$ cat src/rtl/rx_err_ring_writer.sv
module rx_err_ring_writer #(
  parameter int FIFO_DEPTH   = 4,
  parameter int RING_ENTRIES = 32
) (
  input  logic        clk,
  input  logic        rst_n,
  input  logic        ev_valid,
  input  logic [47:0] ev_mac,
  input  logic        ev_port,
  input  logic [4:0]  ev_dev,
  input  logic        ev_fcs,
  input  logic        ev_long,
  input  logic        base_we,
  input  logic [31:0] base_wdata,
  output logic [31:0] base_q,
  input  logic        irq_mask_we,
  input  logic        irq_mask_wdata,
  input  logic        irq_clr,
  output logic        irq_cause,
  output logic        irq_mask,
  output logic        irq,
  output logic        ovf,
  output logic        wr_valid,
  output logic [31:0] wr_addr,
  output logic [31:0] wr_data,
  input  logic        wr_ready
);
  localparam int EW    = 56;
  localparam int PTR_W = $clog2(FIFO_DEPTH);
  localparam int CNT_W = $clog2(FIFO_DEPTH + 1);
  localparam int IDX_W = 5;

  typedef enum logic [1:0] {S_IDLE, S_W0, S_W1} st_t;

  st_t              st;
  logic [EW-1:0]    fifo_mem [FIFO_DEPTH];
  logic [PTR_W-1:0] wp, rp;
  logic [CNT_W-1:0] cnt;
  logic [23:0]      base_r;
  logic [IDX_W-1:0] idx;
  logic [28:0]      ent_addr;
  logic [EW-1:0]    msg;

  wire push    = ev_valid & (ev_fcs | ev_long);
  wire full    = (cnt == CNT_W'(FIFO_DEPTH));
  wire push_ok = push & ~full;
  wire pop     = (st == S_IDLE) & (cnt != '0);
  wire done    = (st == S_W1) & wr_ready;

  wire [47:0] m_mac  = msg[55:8];
  wire        m_port = msg[7];
  wire [4:0]  m_dev  = msg[6:2];
  wire        m_fcs  = msg[1];
  wire        m_long = msg[0];

  assign base_q   = {base_r, 8'h00};
  assign wr_valid = (st != S_IDLE);
  assign wr_addr  = {ent_addr, st == S_W1, 2'b00};
  assign wr_data  = (st == S_W1) ? {7'd0, m_port, m_dev, m_mac[18:0]}
                                 : {m_mac[47:19], 1'b1, m_fcs, m_long};
  assign irq      = irq_cause & irq_mask;

  always_ff @(posedge clk) begin
    if (push_ok) fifo_mem[wp] <= {ev_mac, ev_port, ev_dev, ev_fcs, ev_long};
  end

  always_ff @(posedge clk) begin
    if (!rst_n) begin
      wp  <= '0;
      rp  <= '0;
      cnt <= '0;
      ovf <= 1'b0;
    end else begin
      if (push_ok) wp <= (wp == PTR_W'(FIFO_DEPTH - 1)) ? '0 : PTR_W'(wp + 1'b1);
      if (pop)     rp <= (rp == PTR_W'(FIFO_DEPTH - 1)) ? '0 : PTR_W'(rp + 1'b1);
      cnt <= cnt + CNT_W'(push_ok) - CNT_W'(pop);
      if (push & full) ovf <= 1'b1;
    end
  end

  always_ff @(posedge clk) begin
    if (!rst_n) begin
      st       <= S_IDLE;
      msg      <= '0;
      ent_addr <= '0;
    end else begin
      case (st)
        S_IDLE: if (pop) begin
          msg      <= fifo_mem[rp];
          ent_addr <= {base_r, idx};
          st       <= S_W0;
        end
        S_W0:    if (wr_ready) st <= S_W1;
        S_W1:    if (wr_ready) st <= S_IDLE;
        default: st <= S_IDLE;
      endcase
    end
  end

  always_ff @(posedge clk) begin
    if (!rst_n) begin
      base_r    <= '0;
      idx       <= '0;
      irq_cause <= 1'b0;
      irq_mask  <= 1'b0;
    end else begin
      if (base_we) base_r <= base_wdata[31:8];
      if (base_we) idx <= '0;
      else if (done) idx <= (idx == IDX_W'(RING_ENTRIES - 1)) ? '0 : IDX_W'(idx + 1'b1);
      if (done) irq_cause <= 1'b1;
      else if (irq_clr) irq_cause <= 1'b0;
      if (irq_mask_we) irq_mask <= irq_mask_wdata;
    end
  end

  assert_hold_R6: assert property (@(posedge clk) disable iff (!rst_n)
    (wr_valid && !wr_ready) |=> (wr_valid && $stable(wr_addr) && $stable(wr_data)));

  assert_pair_R4: assert property (@(posedge clk) disable iff (!rst_n)
    (wr_valid && wr_ready && !wr_addr[2]) |=>
      (wr_valid && wr_addr[2] && wr_addr[7:3] == $past(wr_addr[7:3])));

  assert_cause_R8: assert property (@(posedge clk) disable iff (!rst_n)
    (wr_valid && wr_ready && wr_addr[2]) |=> irq_cause);

  assert_sticky_ovf_R7: assert property (@(posedge clk) disable iff (!rst_n)
    ovf |=> ovf);

  assert_ignore_R1: assert property (@(posedge clk) disable iff (!rst_n)
    (!wr_valid && cnt == '0 && !(ev_valid && (ev_fcs || ev_long))) |=> !wr_valid);
endmodule

$ cat config.mk
export PLATFORM = sky130hd
export DESIGN_NAME = rx_err_ring_writer
export DESIGN_NICKNAME = d
export VERILOG_FILES = /design/src/rtl/rx_err_ring_writer.sv
export SDC_FILE = /design/constraint.sdc
export NUM_CORES = 1
export LEC_CHECK = 0
export ABC_AREA = 1
export CORE_UTILIZATION = 39
export DETAILED_ROUTE_END_ITERATION = 10
export DONT_BUFFER_PORTS = 1
export PLACE_DENSITY = 0.64
export REMOVE_ABC_BUFFERS = 1
export SYNTH_ARGS = -nofsm -noshare
export SYNTH_HDL_FRONTEND = slang
export SYNTH_SLANG_ARGS = --single-unit
$ cat constraint.sdc
create_clock -name clk -period 3.77 [get_ports clk]
set_input_delay 0.754 -clock clk [delete_from_list [all_inputs] [get_ports clk]]
set_output_delay 0.754 -clock clk [all_outputs]
set_load 0.1 [all_outputs]
; ---- Yosys cells after proc, flatten, opt, wreduce, memory -nomap -nowiden
; Memory sizes are Yosys's and may differ from the RTL's. A register that Yosys moved wholly into a read port is not among the register bits.
; Cells that the tools add are included.
; Widths: inputs -> output; s select.
[word_totals]
ram_bits = 224
n_memories = 1
romBits = 0
latchBits = 0
in_bits = 96
register_bits = 70
output_inout_bits = 101
[mem_list]
columns = name, words, width, read_ports, rd_ports_with_merged_regs, wr, line_no
row1 = fifo_mem, 4, 56, 1, 1, 1, 36  ; logic [EW-1:0] fifo_mem [FIFO_DEPTH];
[op_classes]
bitwise = 9
shift = 0
magnitude_cmp = 0
eq_ne = 9
mul = 0
muxes = 12
n_addsub = 5
n_div = 0
n_reduce_logical = 8
[op_table]
columns = operator, count
row1 = $mux 32, 1
row2 = $mux 2, 5
row3 = $and 1x1->1, 6
row4 = $eq 2x2->1 const B, 3
row5 = $pmux 2 s3, 1
row6 = $add 5x1->5 const B, 1
row7 = $eq 5x5->1 const B, 1
row8 = $mux 5, 1
row9 = $add 2x1->2 const B, 2
row10 = $mux 1, 4
row11 = $ne 2x2->1 const B, 2
row12 = $reduce_bool 2->1, 2
row13 = $add 3x1->3, 1
row14 = $eq 3x3->1 const B, 1
row15 = $reduce_and 3->1, 1
row16 = $reduce_bool 3->1, 1
row17 = $sub 3x1->3, 1
row18 = $eq 2x1->1 const B, 1
row19 = $logic_not 2->1, 1
row20 = $ne 2x1->1 const B, 1
row21 = $not 1->1, 2
row22 = $reduce_and 2->1, 1
row23 = $reduce_or 2->1, 1
row24 = $logic_not 1->1, 1
row25 = $or 1x1->1, 1

; ---- Depth between registers and ports, before layout
[logic_depth]
ltp_word = 5
ltp_mapped = 11
ltp_nobuf = 10

; ---- Worst setup path before layout
; OpenSTA, ideal clock, no wires.
[synth_timing]
kind = in2reg
startpoint = in ev_valid
endpoint = mem fifo_mem[0][0], enable pin
required_ps = 3300
slack_ps = -181
arrival_time_ps = 3481
path_stages = 4
n_path_buf = 0
cell_sequence = inv_1 nor2_1 nand2_1 nor2_1
[synth_between]
elab_chain_cells = 4
[synth_rtl]
columns = element, line_no
row1 = from (decl), 7  ; input logic ev_valid,
row2 = $and 1x1->1, 44  ; wire push = ev_valid & (ev_fcs | ev_long);
row3 = $and 1x1->1, 46  ; wire push_ok = push & ~full;
row4 = $mux 1, 64  ; if (push_ok) fifo_mem[wp] <= {ev_mac, ev_port, ev_dev, ev_fcs, ev_long};
row5 = $mux 1 (not written as such), 64
row6 = to (decl), 36
; Every way passes these cells.

; ---- Worst setup path after layout
[layout_timing]
startpoint = reg st[0]
endpoint = out wr_data[14]
[layout_between]
elab_chain_cells = 2
[layout_rtl]
columns = element, line_no
row1 = from (decl), 35  ; st_t st;
row2 = from (signal assigned), 83  ; st <= S_IDLE;
row3 = from (signal assigned), 91  ; st <= S_W0;
row4 = from (signal assigned), 93  ; S_W0: if (wr_ready) st <= S_W1;
row5 = $eq 2x2->1, 59  ; assign wr_data = (st == S_W1) ? {7'd0, m_port, m_dev, m_mac[18:0]}
row6 = $mux 32, 59
row7 = to (decl), 25  ; output logic [31:0] wr_data,
; Every way passes these cells.

==> run summary <==
Outcome -> finished clean
Die width -> 197 um
Setup Viol. Count Final -> 0
Leakage power figure -> 7.76 nW
Relative slew slack -> 22.3%
HPWL after DPL -> 18500 um
1st-pass router iterations -> 4
Clock-pin slew on the worst setup and hold paths -> 0.06 ns
Number of remaining DRC errors -> 0
Rows -> 71
Vias in the first global route -> 9673
First-pass GRT wire length -> 50200 um
Syn Inst Count -> 1697
Pwr Density -> 902 nW/um2
Die ar. -> 38900 um2
Hold Buf Count CTS -> 0
Post-CTS sizing -> 0
Largest cells by area after synthesis -> edfxtp_1 45%, dfxtp_1 17%, nand2_1 12%
Total CTS buffers -> 38
Crit path kind -> register to output port
Initial core utilization -> 39.5%
Sequential share of the synthesized area -> 62.3%
Vias/cell -> 4.49
DR WL/cell -> 14.1 um
Total number of vias -> 10100
Crit Reg-Reg Endpoint -> msg[34]
Worst path slowest cell -> buf_4
Routability Congestion -> 0.741
Syn Area/Cell -> 8.75 um2
Peak supply drop -> 0.606 mV
Htree depth -> 2
Core Area -> 37600 um2
Fmax -> 318 MHz
Area Overhead vs Synth -> 14.1%
Root buffer cell -> clkbuf_16
Crit-path leading delay family -> buffers and inverters
#FFs+latches synth -> 350
Initial antenna violation count -> 0
Post-synth EDFFs -> 224
Post-place setup slack -> 1.13 ns
Yosys warnings -> 0
Worst-case reg-to-reg path depth -> 9
# Post-CTS Setup Buffers -> 0
Share of layout cells above drive strength 1 -> 9.20%
Final Util -> 45.1%
Critical path's largest stage delay -> 0.42 ns
Largest net degree at the start of global routing -> 120
CP Data Required Time -> 3.02 ns
Final ANT Viol Nets -> 0
Clock latency on the worst-skew pair -> 0.55 ns
CTS tree -> yes
Grt ovf -> 0
Final min period -> 3.14 ns
Worst reg2reg startpoint -> cnt[1]
End of the critical path -> wr_data[14]
Hold path cells -> 0
Clock tree sinks -> 350
Post-Syn Area -> 14900 um2
Final Net Count -> 1817
Clock Tree Buf Depth -> 3
FFs w/ async S/R, synth -> 0%
Cell taking the most area after synthesis -> edfxtp_1
Unrepaired setup endpoints after global routing -> no
Worst hold path type -> input port to register
Hold WS -> 0.296 ns
CP bufs+invs -> 3
Max Clock Skew -> 0.0163 ns
Initial DRC Count -> 413
CP Cell Sequence -> inv_1 -> nand2_4 -> buf_4 -> nand2_1 -> o21ai_2 -> buf_4
Max FO, Critical Path -> 26
Yosys top cell area share -> 45.3%
Critical Path Start -> st[0]
Critical Path End Type -> output port
Number of cells on the critical path -> 6
CP Launch Type -> register
Final Slew Violations -> 0
Setup ws final -> 0.628 ns
CP arrival -> 2.39 ns
MaxCap Viol Count -> 0
Ant diodes -> 0
Fin. Hold Viols -> 0
Slew @ Worst Pin -> 1.16 ns
Synth Flop Type -> edfxtp_1
Final wirelength -> 31700 um
Final period util -> 83.4%
Post-synth cell types -> 25
Worst path most repeated cell -> buf_4
Worst R2R Setup Slack -> 1.37 ns
PortBufs -> 0
GRT Overall Usage -> 16.7%
Ports -> 197
Chip height -> 197 um
==> Yosys cell counts (all sizes together), types with 2 or more instances <==
cell type	n
a21oi	12
buf	56
clkbuf	34
dfxtp	126
edfxtp	224
ha	9
inv	321
nand2	467
nand3	133
nand3b	20
nor2	235
o21ai	52
xor2	2
==> worst min path at each step <==
| stage | startpoint | to | slack, ns |
|---|---|---|---|
| global placement | idx[3] | idx[3] | 0.49 |
| floorplan | idx[3] | idx[3] | 0.48 |
| detailed placement | idx[3] | idx[3] | 0.50 |
| finish | ev_mac[17] | fifo_mem[1][25] | 0.30 |
| CTS | ev_mac[5] | fifo_mem[0][13] | 0.26 |
| global route | ev_mac[37] | fifo_mem[1][45] | 0.26 |
==> cells by family after synthesis <==
family	count (synthesis)	synth area share [%]
AO/OA/AOI/OAI	65	2.21
XOR/XNOR	2	0.118
adder cells (fa/ha/maj)	10	0.893
buffers and inverters	412	11.1
flip-flops	350	62.3
other	1	0.0252
AND/OR/NAND/NOR	857	23.4
==> power breakdown <==
part / switching (mW) / internal [mW]
sequential: 1.47 / 4.77
combinational: 3.90 / 1.40
clock: 1.47 / 2.27
total: 6.84 / 8.44
==> routing by layer <==
layer | up-vias | GRT usage (%) | part of all wire (%)
li1 | 5191 | - | -
met1 | 4638 | 19.0 | 42
met2 | 227 | 29.2 | 48
met3 | 48 | 5.38 | 7.9
met4 | 0 | 6.46 | 2.4
met5 | - | 0 | 0
==> stage by stage <==
stage | TNS [ns] | cell area [um2] | power, mW | instances
after global placement | 0 | 15700 | 11.6 | 2182
after floorplan | -111.06 | 14500 | 10.3 | 1616
after detailed placement | 0 | 15700 | 11.7 | 2182
final | 0 | 16900 | 15.3 | 2251
after CTS | 0 | 16900 | 15.5 | 2251
after global routing | 0 | 16900 | 16.2 | 2251
==> registers in the layout, summed over array words and instances, names as in the netlist <==
| signal | count |
|---|---|
| st | 2 |
| base_r | 24 |
| irq_mask | 1 |
| cnt | 3 |
| fifo_mem | 224 |
| msg | 56 |
| wp | 2 |
| ovf | 1 |
| irq_cause | 1 |
| idx | 5 |
| rp | 2 |
| ent_addr | 29 |
==> cells in the final DEF (no fill, tap or decap), drive strengths merged <==
master,Yosys,layout
a211oi,1,1
a21oi,12,12
buf,56,55
bufinv,0,2
clkbuf,34,56
clkinv,1,11
conb,1,10
dfxtp,126,126
edfxtp,224,224
fa,1,1
ha,9,9
inv,321,322
nand2,467,467
nand3,133,133
nand3b,20,20
nor2,235,235
nor3,1,1
o21ai,52,52
or2,1,1
xor2,2,2
==> worst reg2reg max path, stage by stage (launching register included) <==
cell,delay (ns)
dfxtp_1,0.31
inv_1,0.14
nand3_2,0.09
buf_4,0.26
nand2_4,0.11
buf_4,0.40
buf_4,0.71
nand2_1,0.15
nand2_1,0.09
nor2_1,0.04
==> cell type report <==
cell class,instances,area (um2)
clock buffer,56,1150
clock inverter,13,124
fill,3552,20600
inverter,322,1210
multi-input combinational,944,4150
sequential,350,9260
tap,511,639
timing repair buffer,55,413
No activity file was read; power rests on OpenSTA's default activity.
